===== src/rtl/burst_sram_pkg.sv =====
`timescale 1ns/1ps
package burst_sram_pkg;

  // Access strobes that the control stage hands to the datapath
  typedef struct packed {
    logic rd;
    logic wr;
  } accessStrobe_t;

  // Low two address bits of a burst word, given the start value and the step count
  function automatic logic [1:0] burstLow(input logic [1:0] start,
                                          input logic [1:0] step,
                                          input logic       ilv);
    return ilv ? (start ^ step) : (start + step);
  endfunction

endpackage


===== src/rtl/burst_sram_ctrl.sv =====
`timescale 1ns/1ps
module burst_sram_ctrl
  import burst_sram_pkg::*;
#(
  parameter int ADDR_W = 8,
  parameter int LANES  = 2
) (
  input  logic              clk,
  input  logic              rstN,
  input  logic [ADDR_W-1:0] addr,
  input  logic              startCpuN,
  input  logic              startCtlN,
  input  logic              advanceN,
  input  logic              orderIlv,
  input  logic [LANES-1:0]  laneWrN,
  input  logic              allWrN,
  input  logic              wrEnN,
  input  logic              selN,
  input  logic              sleep,
  output accessStrobe_t     stb,
  output logic [ADDR_W-1:0] accAddr,
  output logic [LANES-1:0]  accMask
);

  logic              active;
  logic [ADDR_W-1:0] baseAddr;
  logic [1:0]        cnt, nextCnt;
  logic              cpuGo, ctlGo, ctlDesel, contGo, wrQual;
  logic [LANES-1:0]  wrMask;
  logic [ADDR_W-1:0] contAddr;

  always_comb begin
    cpuGo    = !sleep && !startCpuN && !selN;
    ctlGo    = !sleep && !cpuGo && !startCtlN && !selN;
    ctlDesel = !sleep && !startCtlN && selN;
    contGo   = !sleep && !cpuGo && startCtlN && active;
    if (!allWrN)     wrMask = '1;
    else if (!wrEnN) wrMask = ~laneWrN;
    else             wrMask = '0;
    wrQual   = |wrMask;
    nextCnt  = (contGo && !advanceN) ? cnt + 2'd1 : cnt;
    contAddr = {baseAddr[ADDR_W-1:2], burstLow(baseAddr[1:0], nextCnt, orderIlv)};
  end

  always_ff @(posedge clk) begin
    if (!rstN) begin
      active   <= 1'b0;
      baseAddr <= '0;
      cnt      <= '0;
      stb      <= '0;
      accAddr  <= '0;
      accMask  <= '0;
    end else begin
      stb.rd  <= cpuGo || ((ctlGo || contGo) && !wrQual);
      stb.wr  <= (ctlGo || contGo) && wrQual;
      accMask <= cpuGo ? '0 : wrMask;
      accAddr <= (cpuGo || ctlGo) ? addr : contAddr;
      if (cpuGo || ctlGo) begin
        active   <= 1'b1;
        baseAddr <= addr;
        cnt      <= '0;
      end else begin
        if (ctlDesel || sleep) active <= 1'b0;
        cnt <= nextCnt;
      end
    end
  end

  AST_CPU_READS: assert property (@(posedge clk) disable iff (!rstN)
    (!sleep && !startCpuN && !selN) |=> (stb.rd && !stb.wr && accAddr == $past(addr)))
    else $error("processor start did not become a read");

  AST_SLEEP_BLOCKS: assert property (@(posedge clk) disable iff (!rstN)
    sleep |=> (!stb.rd && !stb.wr))
    else $error("access issued during sleep");

  AST_WRAP_BLOCK: assert property (@(posedge clk) disable iff (!rstN)
    (active && startCpuN && startCtlN && !advanceN && !sleep)
      |=> (accAddr[ADDR_W-1:2] == $past(accAddr[ADDR_W-1:2])))
    else $error("burst left its 4-word block");

  AST_IGNORED_START: assert property (@(posedge clk) disable iff (!rstN)
    (!active && !startCpuN && selN && startCtlN) |=> (!stb.rd && !stb.wr))
    else $error("processor start accepted while deselected");

endmodule


===== src/rtl/burst_sram_dp.sv =====
`timescale 1ns/1ps
module burst_sram_dp
  import burst_sram_pkg::*;
#(
  parameter int ADDR_W = 8,
  parameter int DATA_W = 18,
  parameter int LANES  = 2,
  parameter int DEPTH  = 256
) (
  input  logic              clk,
  input  logic              rstN,
  input  accessStrobe_t     stb,
  input  logic [ADDR_W-1:0] accAddr,
  input  logic [LANES-1:0]  accMask,
  input  logic [DATA_W-1:0] dataIn,
  input  logic              outEnN,
  input  logic              sleep,
  output logic [DATA_W-1:0] dataOut,
  output logic              dataDrive
);

  localparam int LANE_W = DATA_W / LANES;

  logic [DATA_W-1:0] mem [DEPTH];
  logic [DATA_W-1:0] wrData, outReg, bitMask;
  logic              drvReg;

  for (genvar l = 0; l < LANES; l++) begin : g_lane
    assign bitMask[l*LANE_W +: LANE_W] = {LANE_W{accMask[l]}};
  end

  // write data travels with the command sampled on the same edge
  always_ff @(posedge clk) begin
    wrData <= dataIn;
  end

  always_ff @(posedge clk) begin
    if (stb.wr) mem[accAddr] <= (mem[accAddr] & ~bitMask) | (wrData & bitMask);
  end

  always_ff @(posedge clk) begin
    if (!rstN) begin
      drvReg <= 1'b0;
      outReg <= '0;
    end else begin
      drvReg <= stb.rd;
      if (stb.rd) outReg <= mem[accAddr];
    end
  end

  assign dataOut   = outReg;
  assign dataDrive = drvReg && !outEnN && !sleep;

  AST_LANE_KEEP: assert property (@(posedge clk) disable iff (!rstN)
    (stb.wr && !accMask[0])
      |=> (mem[$past(accAddr)][LANE_W-1:0] == $past(mem[accAddr][LANE_W-1:0])))
    else $error("unmasked lane 0 was changed");

  AST_WRITE_NO_DRIVE: assert property (@(posedge clk) disable iff (!rstN)
    (stb.wr && !stb.rd) |=> !dataDrive)
    else $error("output driven after a write cycle");

endmodule


===== src/rtl/burst_sram.sv =====
`timescale 1ns/1ps
module burst_sram
  import burst_sram_pkg::*;
#(
  parameter int ADDR_W = 8,
  parameter int DATA_W = 18,
  parameter int LANES  = 2
) (
  input  logic              clk,
  input  logic              rstN,
  input  logic [ADDR_W-1:0] addr,
  input  logic              startCpuN,
  input  logic              startCtlN,
  input  logic              advanceN,
  input  logic              orderIlv,
  input  logic [LANES-1:0]  laneWrN,
  input  logic              allWrN,
  input  logic              wrEnN,
  input  logic              selN,
  input  logic              outEnN,
  input  logic              sleep,
  input  logic [DATA_W-1:0] dataIn,
  output logic [DATA_W-1:0] dataOut,
  output logic              dataDrive
);

  localparam int DEPTH = 1 << ADDR_W;

  accessStrobe_t     stb;
  logic [ADDR_W-1:0] accAddr;
  logic [LANES-1:0]  accMask;

  burst_sram_ctrl #(.ADDR_W(ADDR_W), .LANES(LANES)) ctrl_i (
    .clk(clk), .rstN(rstN), .addr(addr), .startCpuN(startCpuN),
    .startCtlN(startCtlN), .advanceN(advanceN), .orderIlv(orderIlv),
    .laneWrN(laneWrN), .allWrN(allWrN), .wrEnN(wrEnN), .selN(selN),
    .sleep(sleep), .stb(stb), .accAddr(accAddr), .accMask(accMask)
  );

  burst_sram_dp #(.ADDR_W(ADDR_W), .DATA_W(DATA_W), .LANES(LANES), .DEPTH(DEPTH)) dp_i (
    .clk(clk), .rstN(rstN), .stb(stb), .accAddr(accAddr), .accMask(accMask),
    .dataIn(dataIn), .outEnN(outEnN), .sleep(sleep),
    .dataOut(dataOut), .dataDrive(dataDrive)
  );

endmodule


===== config.mk =====
export PLATFORM = sky130hd
export DESIGN_NAME = burst_sram
export DESIGN_NICKNAME = d
export VERILOG_FILES = /design/src/rtl/burst_sram_pkg.sv /design/src/rtl/burst_sram_ctrl.sv /design/src/rtl/burst_sram_dp.sv /design/src/rtl/burst_sram.sv
export SDC_FILE = /design/constraint.sdc
export NUM_CORES = 2
export LEC_CHECK = 0
export CAP_MARGIN = 20
export CORE_MARGIN = 3
export CORE_UTILIZATION = 45
export CTS_CLUSTER_SIZE = 30
export DETAILED_ROUTE_END_ITERATION = 10
export SETUP_SLACK_MARGIN = 0.15
export SYNTH_ARGS = -nofsm -noshare
export SYNTH_HDL_FRONTEND = slang
export SYNTH_MEMORY_MAX_BITS = 65536
export SYNTH_SLANG_ARGS = --single-unit

===== constraint.sdc =====
create_clock -name clk -period 14.7 [get_ports clk]
set_input_delay 2.205 -clock clk [delete_from_list [all_inputs] [get_ports clk]]
set_output_delay 2.205 -clock clk [all_outputs]
set_load 0.1 [all_outputs]

Word-level counts from Yosys, hierarchy flattened
Memory sizes are Yosys's and may differ from the RTL's. A register that Yosys moved wholly into a read port is not among the register bits.
Cells that the tools add are included.
{ "classes": {"addsub": 2, "muxes": 10, "bitwise": 7, "n_reduce_logical": 30} }
{ "op_table": {"columns": ["operator", "n"], "rows": [
  ["AND 18 bit", 2],
  ["inverter 18 bit", 1],
  ["OR 18 bit", 1],
  ["2-to-1 mux 8 bit", 2],
  ["logical AND 1 bit", 14],
  ["zero test 1 bit", 8],
  ["2-to-1 mux 2 bit", 4],
  ["OR reduction 2 bit", 3],
  ["logical OR 1 bit", 4],
  ["2-to-1 mux 1 bit", 4],
  ["adder 2 x 1 -> 2 bit, second input constant", 1],
  ["adder 2 bit", 1],
  ["inverter 2 bit", 1],
  ["nonzero test 2 bit", 1],
  ["bitwise XOR 2 bit", 1],
  ["inverter 1 bit", 1]
]} }
{ "word_totals": {"reg_bits": 60, "ramBits": 4608, "inputBits": 39, "word_cells": 60, "mem_count": 1} }
{ "mem_list": {"columns": ["memory", "depth", "width", "rd", "rd_ports_with_merged_regs", "write_ports", "line", "rtl"], "rows": [
  ["dp_i.mem", 256, 18, 1, 1, 1, "burst_sram_dp.sv:24", "logic [DATA_W-1:0] mem [DEPTH];"]
]} }

Depth between registers and ports, before layout
{ "logic_depth": {"depth_word": 13, "mapped_depth": 13} }

Modules after synthesis
Synthesis repeated with hierarchy kept, for this count alone.
{ "hier_totals": {"cells_unflattened": 8046, "hier_area_um2": 177667.9} }
{ "modules_own_cells": {"columns": ["mod", "n_inst", "cells_per_inst", "area_per_inst_um2"], "rows": [
  ["burst_sram_dp", 1, 7961, 176835.8],
  ["burst_sram_ctrl", 1, 85, 832.0]
]} }

Worst setup path before layout
No wires, ideal clock.
{ "synth_path": {"kind": "register to register", "start": "register, netlist name ctrl_i.accAddr[0]", "end": "memory dp_i.mem[0][10], data pin", "arrival_time_ps": 8329, "setup_slack_ps": 4916, "path_stages_with_launch": 12, "n_path_buf": 5, "period_less_slack_ps": 9784, "cell_sequence": "dfxtp_1 -> buf_6 -> buf_6 -> buf_6 -> buf_4 -> nor3b_2 -> clkbuf_1 -> a22oi_1 -> nand4_1 -> a21oi_1 -> a32o_1 -> o21ai_1"} }
{ "synth_rtl": {"columns": ["item", "line"], "rows": [
  ["end: declaration", "burst_sram_dp.sv:24"]
]} }

==> flow_summary.json <==
{
  "outcome": "complete, no violations",
  "clk-insertion-delay-late_ps": 1030,
  "gpl_congestion": 0.837,
  "layout_cells_sized_above_1_pct": 26.5,
  "grt_util_all_layers_pct": 24.4,
  "drt_iter0_markers": 11000,
  "mean_instance_size_in_the_synthesized_netlist_um2": 22.1,
  "post-synth-top-area-cell": "sky130_fd_sc_hd__edfxtp_1",
  "synth_top_area_share_pct": 77.9,
  "hold_violations": 0,
  "syn_to_final_growth_pct": 14.0,
  "ff2ff_setup_slack_ps": 7230,
  "ys_seq_area_share_pct": 78.6,
  "yosys_warn_count": 0,
  "grt_first_pass_wirelength_um": 694000,
  "critPathCaptureType": "flop",
  "power.density_mw_per_mm2": 142,
  "slew_headroom_pct": 18.4,
  "antenna_violation_net_count_after_detailed_routing": 0,
  "initial_utilization_pct": 45.2,
  "grt_max_degree": 144,
  "ys.flop_type": "sky130_fd_sc_hd__edfxtp_1",
  "htree_levels": 5,
  "synth_cells": 8046,
  "worstHoldPathType": "flop to flop",
  "clock_tree_skew_after_final_layout_ps": 156,
  "synthMuxAreaShare_pct": 14.9,
  "numPortBuffers": 57,
  "die_area_mm2": 0.402,
  "die_w_um": 634,
  "vias_per_cell": 6.23,
  "synth_top_family_by_area": "multiplexers",
  "power_leakage_nw": 60.7,
  "start_kind": "flop",
  "final_max_slew_viol_count": 0,
  "placementRows": 230,
  "cts_root_buf": "sky130_fd_sc_hd__clkbuf_16",
  "wire_per_inst_um": 34.8,
  "cts.repair_timing.setup_buffer_count": 0,
  "asyncSetResetFlopFracSynth_pct": 0,
  "cts_tree": "done",
  "multi_input_area_mm2": 0.0368,
  "grt_setup_unrepaired": "no",
  "ir_drop_worst_case_vdd_v": 0.000130,
  "pre_cts_ws_ps": 7240,
  "share_of_the_synthesized_area_in_compound_gates_ao_oa_aoi_oai_pct": 3.14,
  "worst-path-max-fanout": 80,
  "timing.critical_path.required_ps": 15330,
  "globalRoute.totalOverflow": 0,
  "mappedNetlistArea_mm2": 0.178,
  "hold_path.startpoint": "ctrl_i.baseAddr[0]",
  "ys_ff_latch": 4668,
  "yosys.area_share.simple_pct": 1.94,
  "via_count": 88200,
  "cts_resized": 0,
  "die_height_um": 634,
  "clk_transition_reported_paths_ps": 60,
  "criticalPathCategory": "flop to flop",
  "synthXorXnorAreaFrac_pct": 0.0197,
  "totalNegativeSetupSlack_ps": 0,
  "final.min_clock_period_ps": 7470,
  "layout_worst_path_cycle_share_pct": 50.8,
  "hold_buffers": 0,
  "fillerInstances": 30200,
  "cts_inserted_buffers": 462,
  "synthDistinctLibCells": 60,
  "hpwlAfterDp_um": 288000,
  "worstPathArrival_ps": 8100,
  "final_net_count": 8576,
  "setup_ws_ps": 7230,
  "regToRegStartpoint": "ctrl_i.accAddr[1]",
  "firstDrtPassIters": 6,
  "netlist_top_cells_area": "sky130_fd_sc_hd__edfxtp_1 78%, sky130_fd_sc_hd__mux4_2 13%, sky130_fd_sc_hd__mux2i_1 2.2%",
  "maxClockFrequency_ghz": 0.134,
  "first_global_vias": 88400,
  "worst-slew-pin-transition_ps": 1220,
  "post_synth_adder_cell_area_pct": 0.00705,
  "setup_viol_count_final": 0,
  "count_of_flip_flops_with_a_built_in_enable_after_synthesis": 4608,
  "syn_nets": 8086,
  "max_cap_violations": 0,
  "sequential_cell_area_mm2": 0.140,
  "finalWirelength_um": 493000,
  "floorplan.core_area_mm2": 0.393,
  "drc_errors": 0,
  "clockBufferDepth": 4,
  "startpoint": "ctrl_i.accAddr[1]",
  "boundaryPins": 58,
  "numClockSinks": 4668,
  "antenna_found_initial": 26
}
cell usage in the layout, fill, tap and decap left out, types with 20 or more instances in the layout:
master,instances
sky130_fd_sc_hd__a21oi_1,73
sky130_fd_sc_hd__a31oi_1,34
sky130_fd_sc_hd__o22ai_1,40
sky130_fd_sc_hd__clkinv_1,111
sky130_fd_sc_hd__nor2b_1,25
sky130_fd_sc_hd__nor2_4,55
sky130_fd_sc_hd__a22oi_1,392
sky130_fd_sc_hd__o21ai_0,32
sky130_fd_sc_hd__dfxtp_1,53
sky130_fd_sc_hd__nand3b_1,20
sky130_fd_sc_hd__clkbuf_1,101
sky130_fd_sc_hd__nor2_1,86
sky130_fd_sc_hd__edfxtp_1,4608
sky130_fd_sc_hd__buf_4,407
sky130_fd_sc_hd__a221oi_1,50
sky130_fd_sc_hd__nand3_1,133
sky130_fd_sc_hd__nand4_1,22
sky130_fd_sc_hd__nand2_1,142
sky130_fd_sc_hd__bufinv_16,44
sky130_fd_sc_hd__mux4_2,1004
sky130_fd_sc_hd__clkinv_2,77
sky130_fd_sc_hd__clkdlybuf4s50_1,56
sky130_fd_sc_hd__mux2i_1,382
sky130_fd_sc_hd__nor3_2,30
sky130_fd_sc_hd__nor2_2,99
sky130_fd_sc_hd__clkbuf_16,463
layer usage:
metal | vias up | part of all wire, % | global-route usage [%]
met1 | 47900 | 39 | 34.0
met4 | 10 | 3.9 | 8.49
met3 | 797 | 8.7 | 4.48
met5 | - | 0.015 | 0
met2 | 4380 | 48 | 39.0
li1 | 35200 | - | -
state kept, by name, summed over array words and instances, names as in the netlist:
signal           flops
ctrl_i.accMask       2
ctrl_i.baseAddr      8
ctrl_i.active        1
ctrl_i.stb           2
dp_i.dataOut        18
ctrl_i.accAddr       8
dp_i.drvReg          1
dp_i.mem          4608
dp_i.wrData         18
ctrl_i.cnt           2
through the flow:
| stage | cells | instance area, um2 | power [W] | hold WS (ps) | utilization (%) |
|---|---|---|---|---|---|
| 3_5_place_dp | 13300 | 187000 | 0.0172 | 471 | 47.6 |
| 5_1_grt | 14200 | 202000 | 0.0295 | 499 | 51.5 |
| 4_1_cts | 14100 | 202000 | 0.0288 | 479 | 51.4 |
| 6_report | 14200 | 202000 | 0.0287 | 476 | 51.5 |
| 3_3_place_gp | 13300 | 187000 | 0.0171 | 454 | 47.6 |
| 2_1_floorplan | 8046 | 178000 | 0.0167 | 448 | - |
cells in the mapped netlist, drive strengths merged (3+ instances only):
library cell and n:
a211o 3, a211oi 17, a21boi 12, a21oi 75, a221oi 50, a22o 18, a22oi 392, a31o 6
a31oi 34, a32o 14, a32oi 4, a41o 16, a41oi 19, and2 10, and3 20, and3b 4
buf 301, clkbuf 176, dfxtp 60, edfxtp 4608, mux2 8, mux2i 382, mux4 1004, nand2 142
nand2b 9, nand3 142, nand3b 21, nand4 22, nor2 240, nor2b 30, nor3 46, nor3b 7
nor4 19, o21ai 68, o22ai 40, or2 4
report_power, final:
group | switching (W) | internal [W] | leakage (nW) | total (W)
sequential | 0.0000222 | 0.0152 | 42.1 | 0.0152
clock | 0.00506 | 0.00664 | 7.30 | 0.0117
combinational | 0.00131 | 0.000434 | 11.3 | 0.00174
total | 0.00639 | 0.0223 | 60.7 | 0.0287
worst max-delay path, stage by stage (launching register included):
cell and delay [ps]:
sky130_fd_sc_hd__dfxtp_4 790, sky130_fd_sc_hd__buf_4 690, sky130_fd_sc_hd__buf_4 770, sky130_fd_sc_hd__buf_4 750
sky130_fd_sc_hd__mux2i_1 170, sky130_fd_sc_hd__a22oi_1 230, sky130_fd_sc_hd__nand3_1 170, sky130_fd_sc_hd__nand3_1 240
sky130_fd_sc_hd__nor3_1 80, sky130_fd_sc_hd__buf_4 180, sky130_fd_sc_hd__buf_4 170, sky130_fd_sc_hd__a32o_1 300
sky130_fd_sc_hd__o21ai_4 120, sky130_fd_sc_hd__buf_4 570, sky130_fd_sc_hd__buf_4 820, sky130_fd_sc_hd__buf_4 660
cells by family (layout without fill, tap and decap cells):
kind of cell | Yosys count | in the layout
AOI/OAI and AO/OA | 775 | 775
xor gates and xnor gates | 4 | 4
adders and majority gates | 1 | 1
buffers and inverters | 478 | 1363
DFF | 4668 | 4668
muxes | 1394 | 1394
other | 0 | 13
and+or+nand+nor | 726 | 726
path summary, 6_finish.rpt:
| path | endpoint | depth (start not counted) |
|---|---|---|
| worst max register to register | dp_i.mem[229][7] | 15 |
| worst min register to register | ctrl_i.baseAddr[0] | 2 |
| worst min-delay path | ctrl_i.baseAddr[0] | 2 |
| worst max-delay path | dp_i.mem[229][7] | 15 |
cell type report:
class,count,area share (%)
repair buffers,503,2.17
clock inverters,282,1.45
inverters,1,0.00185
diodes,13,0.0161
clock buffers,577,6.00
multi-input cells,2900,18.2
flip-flops and latches,4668,69.0
well taps,5220,3.23
No activity file was read; power rests on OpenSTA's default activity.
